File: src/rtl/fxadd_pkg.sv
// Package: shared encodings and flag bundle for the add/subtract unit.
// Assumes: the one-bit op/mode/width selects are decoded the same way everywhere.
package fxadd_pkg;

    // Operation select encoding
    localparam logic OP_ADD = 1'b0;
    localparam logic OP_SUB = 1'b1;

    // Condition codes used by the arithmetic (signed) family
    localparam logic [1:0] CC_ZERO = 2'd0;
    localparam logic [1:0] CC_NEG  = 2'd1;
    localparam logic [1:0] CC_POS  = 2'd2;
    localparam logic [1:0] CC_OVF  = 2'd3;

    // Status flags produced by one adder lane
    typedef struct packed {
        logic carry;  // carry out of the lane (no-borrow for subtract)
        logic zero;   // wrapped result is all zeros
        logic neg;    // top bit of the lane result
        logic ovf;    // two's-complement overflow
    } add_flags_t;

endpackage

File: src/rtl/fxadd_core.sv
// Module: fxadd_core
// Combinational adder with two lanes, one per supported width, and a lane select.
// Subtraction is done as A + ~B + 1, so a lane's carry out is the no-borrow flag.
// Overflow is taken from sign bits: both addends share a sign and the result differs.
// Assumes: NARROW_W < DATA_W. The narrow lane looks only at the low NARROW_W bits.
module fxadd_core
    import fxadd_pkg::*;
#(
    parameter int DATA_W   = 64,
    parameter int NARROW_W = 32
) (
    input  logic [DATA_W-1:0] op_a,
    input  logic [DATA_W-1:0] op_b,
    input  logic              do_sub,
    input  logic              use_wide,
    output logic [DATA_W-1:0] sum_out,
    output add_flags_t        flags_out
);

    localparam int NUM_LANES = 2;

    logic [DATA_W-1:0] lane_sum   [NUM_LANES];
    add_flags_t        lane_flags [NUM_LANES];

    // Lane 0 is the narrow width and lane 1 is the full width
    for (genvar g = 0; g < NUM_LANES; g++) begin : g_lane
        localparam int LW = (g == 0) ? NARROW_W : DATA_W;

        logic [LW-1:0] a_l;
        logic [LW-1:0] b_eff;
        logic [LW:0]   full;

        // Lane adder: invert B and inject carry-in for subtract
        always_comb begin
            a_l   = op_a[LW-1:0];
            b_eff = do_sub ? ~op_b[LW-1:0] : op_b[LW-1:0];
            full  = {1'b0, a_l} + {1'b0, b_eff} + {{LW{1'b0}}, do_sub};
        end

        // Lane flags from the carry and the sign bits
        always_comb begin
            lane_flags[g].carry = full[LW];
            lane_flags[g].zero  = (full[LW-1:0] == '0);
            lane_flags[g].neg   = full[LW-1];
            lane_flags[g].ovf   = (a_l[LW-1] == b_eff[LW-1]) && (full[LW-1] != a_l[LW-1]);
            lane_sum[g]         = DATA_W'(full[LW-1:0]);
        end
    end

    // Lane select by width mode
    always_comb begin
        sum_out   = use_wide ? lane_sum[1]   : lane_sum[0];
        flags_out = use_wide ? lane_flags[1] : lane_flags[0];
    end

endmodule

File: src/rtl/fxadd_cc.sv
// Module: fxadd_cc
// Maps lane flags to the 2-bit condition code.
// Logical family: {carry/no-borrow, nonzero} as two independent bits.
// Arithmetic family: enumerated zero / negative / positive, with overflow taking priority.
// Assumes: the flags come from the lane that matches the selected width.
module fxadd_cc
    import fxadd_pkg::*;
(
    input  logic       signed_mode,
    input  add_flags_t flags,
    output logic [1:0] cc
);

    // Encode the condition code according to the family
    always_comb begin
        if (!signed_mode) begin
            cc = {flags.carry, ~flags.zero};
        end else if (flags.ovf) begin
            cc = CC_OVF;
        end else if (flags.zero) begin
            cc = CC_ZERO;
        end else if (flags.neg) begin
            cc = CC_NEG;
        end else begin
            cc = CC_POS;
        end
    end

    // a signed code never claims both zero and negative (immediate check)
    always_comb begin
        if (signed_mode && !flags.ovf && flags.zero) begin
            a_zero_not_neg_r4: assert (!flags.neg);
        end
    end

endmodule

File: src/rtl/fxadd_unit.sv
// Module: fxadd_unit (top)
// Registered add/subtract unit with condition code. A request taken on in_valid
// produces out_result/out_cc with out_valid one clock later. Outputs hold between requests.
// Assumes: synchronous active-low reset. In 32-bit mode the result is zero-extended.
module fxadd_unit
    import fxadd_pkg::*;
#(
    parameter int DATA_W   = 64,
    parameter int NARROW_W = 32
) (
    input  logic              clk,
    input  logic              rst_n,
    input  logic              in_valid,
    input  logic              in_op,
    input  logic              in_signed,
    input  logic              in_wide,
    input  logic [DATA_W-1:0] in_a,
    input  logic [DATA_W-1:0] in_b,
    output logic              out_valid,
    output logic [DATA_W-1:0] out_result,
    output logic [1:0]        out_cc
);

    localparam int UPPER_W = DATA_W - NARROW_W;

    logic [DATA_W-1:0] sum_c;
    add_flags_t        flags_c;
    logic [1:0]        cc_c;

    fxadd_core #(
        .DATA_W  (DATA_W),
        .NARROW_W(NARROW_W)
    ) u_core (
        .op_a     (in_a),
        .op_b     (in_b),
        .do_sub   (in_op == OP_SUB),
        .use_wide (in_wide),
        .sum_out  (sum_c),
        .flags_out(flags_c)
    );

    fxadd_cc u_cc (
        .signed_mode(in_signed),
        .flags      (flags_c),
        .cc         (cc_c)
    );

    // Valid strobe: follows the request by one clock
    always_ff @(posedge clk) begin
        if (!rst_n) out_valid <= 1'b0;
        else        out_valid <= in_valid;
    end

    // Result registers: load on a request, otherwise hold
    always_ff @(posedge clk) begin
        if (!rst_n) begin
            out_result <= '0;
            out_cc     <= '0;
        end else if (in_valid) begin
            out_result <= sum_c;
            out_cc     <= cc_c;
        end
    end

    // out_valid rises exactly one clock after a request
    p_valid_after_req_r7: assert property (@(posedge clk) disable iff (!rst_n)
        in_valid |=> out_valid);

    // no output strobe without a request
    p_no_spurious_valid_r7: assert property (@(posedge clk) disable iff (!rst_n)
        !in_valid |=> !out_valid);

    // outputs hold while idle
    p_hold_when_idle_r8: assert property (@(posedge clk) disable iff (!rst_n)
        !in_valid |=> ($stable(out_result) && $stable(out_cc)));

    // a narrow request leaves the upper result bits clear
    p_upper_clear_r6: assert property (@(posedge clk) disable iff (!rst_n)
        (in_valid && !in_wide) |=> (out_result[DATA_W-1 -: UPPER_W] == '0));

    // logical low bit means a nonzero result
    p_nonzero_bit_r1: assert property (@(posedge clk) disable iff (!rst_n)
        (in_valid && !in_signed) |=> (out_cc[0] == (out_result != '0)));

    // signed negative code agrees with the stored result's sign (64-bit)
    p_neg_sign_r4: assert property (@(posedge clk) disable iff (!rst_n)
        (in_valid && in_signed && in_wide) |=> ((out_cc == CC_NEG) -> out_result[DATA_W-1]));

    // a signed zero result reports zero or overflow only
    p_zero_code_r3: assert property (@(posedge clk) disable iff (!rst_n)
        (in_valid && in_signed) |=> ((out_result == '0) -> (out_cc == CC_ZERO || out_cc == CC_OVF)));

endmodule

File: config.mk
export PLATFORM = sky130hd
export DESIGN_NAME = fxadd_unit
export DESIGN_NICKNAME = d
export VERILOG_FILES = /design/src/rtl/fxadd_pkg.sv /design/src/rtl/fxadd_core.sv /design/src/rtl/fxadd_cc.sv /design/src/rtl/fxadd_unit.sv
export SDC_FILE = /design/constraint.sdc
export NUM_CORES = 1
export LEC_CHECK = 0
export ABC_CLOCK_PERIOD_IN_PS = 5500
export BUFFER_PORTS_ARGS = -buffer_cell sky130_fd_sc_hd__buf_2
export CORE_ASPECT_RATIO = 1.75
export CORE_MARGIN = 2
export CORE_UTILIZATION = 40
export DETAILED_ROUTE_END_ITERATION = 8
export SLEW_MARGIN = 40
export SYNTH_ARGS = -nofsm -noshare
export SYNTH_HDL_FRONTEND = slang
export SYNTH_SLANG_ARGS = --single-unit
File: constraint.sdc
create_clock -name clk -period 5.5 [get_ports clk]
set_clock_uncertainty 0.2 [all_clocks]
set_input_delay 0 -clock clk [delete_from_list [all_inputs] [get_ports clk]]
set_output_delay 0 -clock clk [all_outputs]
set_load 0.05 [all_outputs]
==> flow_metrics.tcl <==
set metrics [dict create \
    fp.dieArea_mm2 0.0205 \
    cp.required_ns 5.51 \
    period_needed_ns 4.41 \
    crit_end "out_cc[1]$_SDFFE_PN0P_" \
    syn-num-nets 1221 \
    ys_seq_elements 67 \
    grt.overflow.total 0 \
    path_cells "buf_4, buf_4, xor2_1, ha_1, a21oi_1, o21ai_1, a221o_1, o21ai_1, o311a_1, mux2i_1, o21ai_0, nor4b_1, nand4_1, nor4_2, a211oi_1" \
    synth_xor_area_share_pct 13.0 \
    cts.path.max_buffers 2 \
    clkSlewWorstSetupHoldPaths_ns 0.06 \
    cts_tree "done" \
    tightest_slew_ns 0.858 \
    crit_family "compound AO/OA/AOI/OAI gates" \
    die_y_um 188 \
    relSlewSlack_pct 42.2 \
    gp_congestion 1.00 \
    end_kind "flop" \
    power_mw 2.69 \
    tns_ns 0 \
    peakVddDrop_uv 184 \
    timing.rr.end "out_result[18]$_SDFFE_PN0P_" \
    crit_type "input pin to flop" \
    fin_crit_sh_pct 80.3 \
    synth_compound_area_share_pct 27.5 \
    dr.pass1.iters 5 \
    yosysWarnings 0 \
    slowest_stage "mux2i_1" \
    status "finished clean" \
    reg2reg_from "out_result[18]$_SDFFE_PN0P_" \
    core-area_mm2 0.0190 \
    synth_top_family_by_area "compound AO/OA/AOI/OAI gates" \
    post_drt_wl_per_cell_um 21.1 \
    rrSetupSlack_ns 4.47 \
    fillers 1967 \
    initial_core_util_pct 40.6 \
    cts.sinks 67 \
    met2_length_um 16800 \
    powerDensity_mw_per_mm2 291 \
    synth.avg_cell_area_um2 7.62 \
    hpwl_um 25100 \
    synthSimpleGateAreaFrac_pct 23.2 \
    p_leak_nw 4.09 \
    synth_area_mm2 0.00773 \
    synth_edf_count 0 \
    rows 67 \
    drtIter0Drc 379 \
    final_cells 1433 \
    drt-met1-wl_um 9720 \
    via_per_inst 5.86 \
    hold_ws_ns 0.00767 \
    synth-async-reset-ratio_pct 0 \
    vias 8392 \
    grtUsageTotal_pct 29.1 \
    seq_area_frac_synth_pct 17.3 \
    max_cap_violations 0 \
    cts_buffers 9 \
    r2r_cells 2 \
    critPathMaxFanout 20 \
    routed_wl_um 30300 \
    placed_cells 1411 \
    grt_max_degree 68 \
    fmax_mhz 227 \
    finalSetupViolations 0 \
    ys.flop_type "dfxtp_1" \
    synth_cell_types 80 \
    postRouteAntennaNets 0 \
    synth_mux_area_share_pct 4.03 \
    crit_path_start_kind "input pin" \
    cts-root-buf "clkbuf_16" \
    met3WireLength_um 1350 \
    areaGrowthSynthToFinish_pct 19.4 \
    hold_viol_final 0 \
    hold_path.class "input pin to flop" \
    drc 0 \
    die_x_um 109 \
    post_cts_buffers 0 \
    num_io_pins 201 \
    antenna_found_initial 1 \
    synth-adder-area-share_pct 11.7 \
    clk_latency_ns 0.34 \
    final_nets 1392 \
    worstSetupStartpoint "in_op" \
    cp.depth 15 \
    report.final.slew_viol_count 0 \
    syn_inst 1015 \
    grt_pass1_wl_um 45100 \
    rsz0062_at_grt "false" \
    h-tree-depth 3 \
    slowest_delay_ns 0.57 \
    worst-endpoint-arrival_ns 4.42 \
    top_layer "met4" \
    drive_gt1_share_pct 20.2 \
    path_buf_inv 2 \
    grt_pass1_vias 8416 \
    port_buffers 200 \
]
## tightest hold or removal path, stage by stage
cell,delay [ns]
buf_2,0.10
inv_1,0.07
fa_1,0.18
nand2_1,0.06
o211a_1,0.09
## cell usage after synthesis, drive strengths merged, types with 5 or more instances
library cell  instances  area (um2)
buf                  14        57.6
dfxtp                67        1340
and2                 20         125
clkbuf               34         128
a21o                 13        98.9
ha                   71         888
xnor2                29         254
a211oi               13         110
or3                   7        43.8
xor2                 86         753
a21oi                92         464
nand2                80         300
o21a                 17         128
o211a                 7        70.1
mux2i                30         300
o21bai                5        37.5
a31oi                 8        50.1
o21ai                67         339
o211ai                9        67.6
a21boi               13        97.6
nand4                30         188
nor2                 73         274
nor4                 10        68.8
nor3                 27         140
nor2b                52         333
a22oi                15         113
inv                  16        60.1
a22o                  7        61.3
o31ai                 7        66.3
nand2b                6        37.5
or2                   6        37.5
a2111oi               5        50.0
nand3                13        65.1
## how the worst min path moves through the flow
stage / depth (start not counted) / start / slack (ns) / end
final: 5 / in_a[1] / 0.008 / out_result[1]$_SDFFE_PN0P_
after global routing: 5 / in_a[1] / 0.06 / out_result[1]$_SDFFE_PN0P_
after CTS: 5 / in_a[1] / 0.004 / out_result[1]$_SDFFE_PN0P_
after detailed placement: 4 / in_b[0] / 0.22 / out_result[0]$_SDFFE_PN0P_
after global placement: 4 / in_a[0] / 0.21 / out_result[0]$_SDFFE_PN0P_
after floorplan: 3 / in_b[0] / 0.06 / out_result[0]$_SDFFE_PN0P_
## area by class of cell
cell class	instances	area [um2]	share of cell area (%)
flip-flops and latches	67	1340	14.5
diodes	1	2.50	0.0271
repair buffers	208	1080	11.7
multi-input cells	883	6150	66.6
inverters	17	65.1	0.704
clock inverters	6	65.1	0.704
well taps	241	302	3.26
clock buffers	10	229	2.48
## through the flow
step	cell area [um2]	util, %	setup WS, ns
2_1_floorplan	7730	-	1.64
3_3_place_gp	8880	46.7	0.814
3_5_place_dp	8880	46.7	0.814
4_1_cts	9230	48.5	1.17
5_1_grt	9230	48.5	0.963
6_report	9240	48.5	1.09
## cells in the final DEF, fill, tap and decap left out, types with 5 or more instances in the layout
master,count
nand2b_1,6
nand3_1,13
buf_2,198
a21boi_0,9
or3_1,7
a22oi_1,15
a21o_1,12
o21a_1,17
xnor2_1,29
nand4_1,30
dfxtp_1,67
o21bai_1,5
xor2_1,86
a31oi_1,8
o211ai_1,9
nor3_1,26
and2_1,19
o21ai_1,8
ha_1,71
o21ai_0,58
nor4_1,9
o211a_1,6
dlygate4sd3_1,5
o31ai_1,6
clkbuf_16,9
nand2_1,80
mux2i_1,30
nor2b_1,51
buf_4,5
a22o_1,7
a211oi_1,12
a21oi_1,91
inv_1,16
nor2_1,73
or2_2,5
## where the power goes
group          internal (mW)  total [mW]  switching (mW)
registers              0.542       0.576          0.0333
clock network          0.352       0.587           0.236
logic                  0.502        1.52            1.02
## registers in the layout, summed over array words and instances (netlist names)
name,count
out_valid,1
out_result,64
out_cc,2
## routing by layer
layer,vias up,track usage [%]
met4,0,20.7
li1,4077,-
met5,-,0
met2,313,57.7
met1,3884,25.2
met3,118,3.89
## what timing repair did
item | 4_1_cts | 5_1_grt
hold buffers | 5 | 0
endpoints found under the hold margin | 6 | 0
gates resized for setup | 0 | 0
## cells by family after synthesis
kind of cell / after synthesis
AND/OR/NAND/NOR: 346
flip-flops: 67
buffers and inverters: 65
multiplexers: 31
AO/OA/AOI/OAI: 319
adder cells (fa/ha/maj): 72
XOR/XNOR: 115
Power figures use the tool's default switching activity.
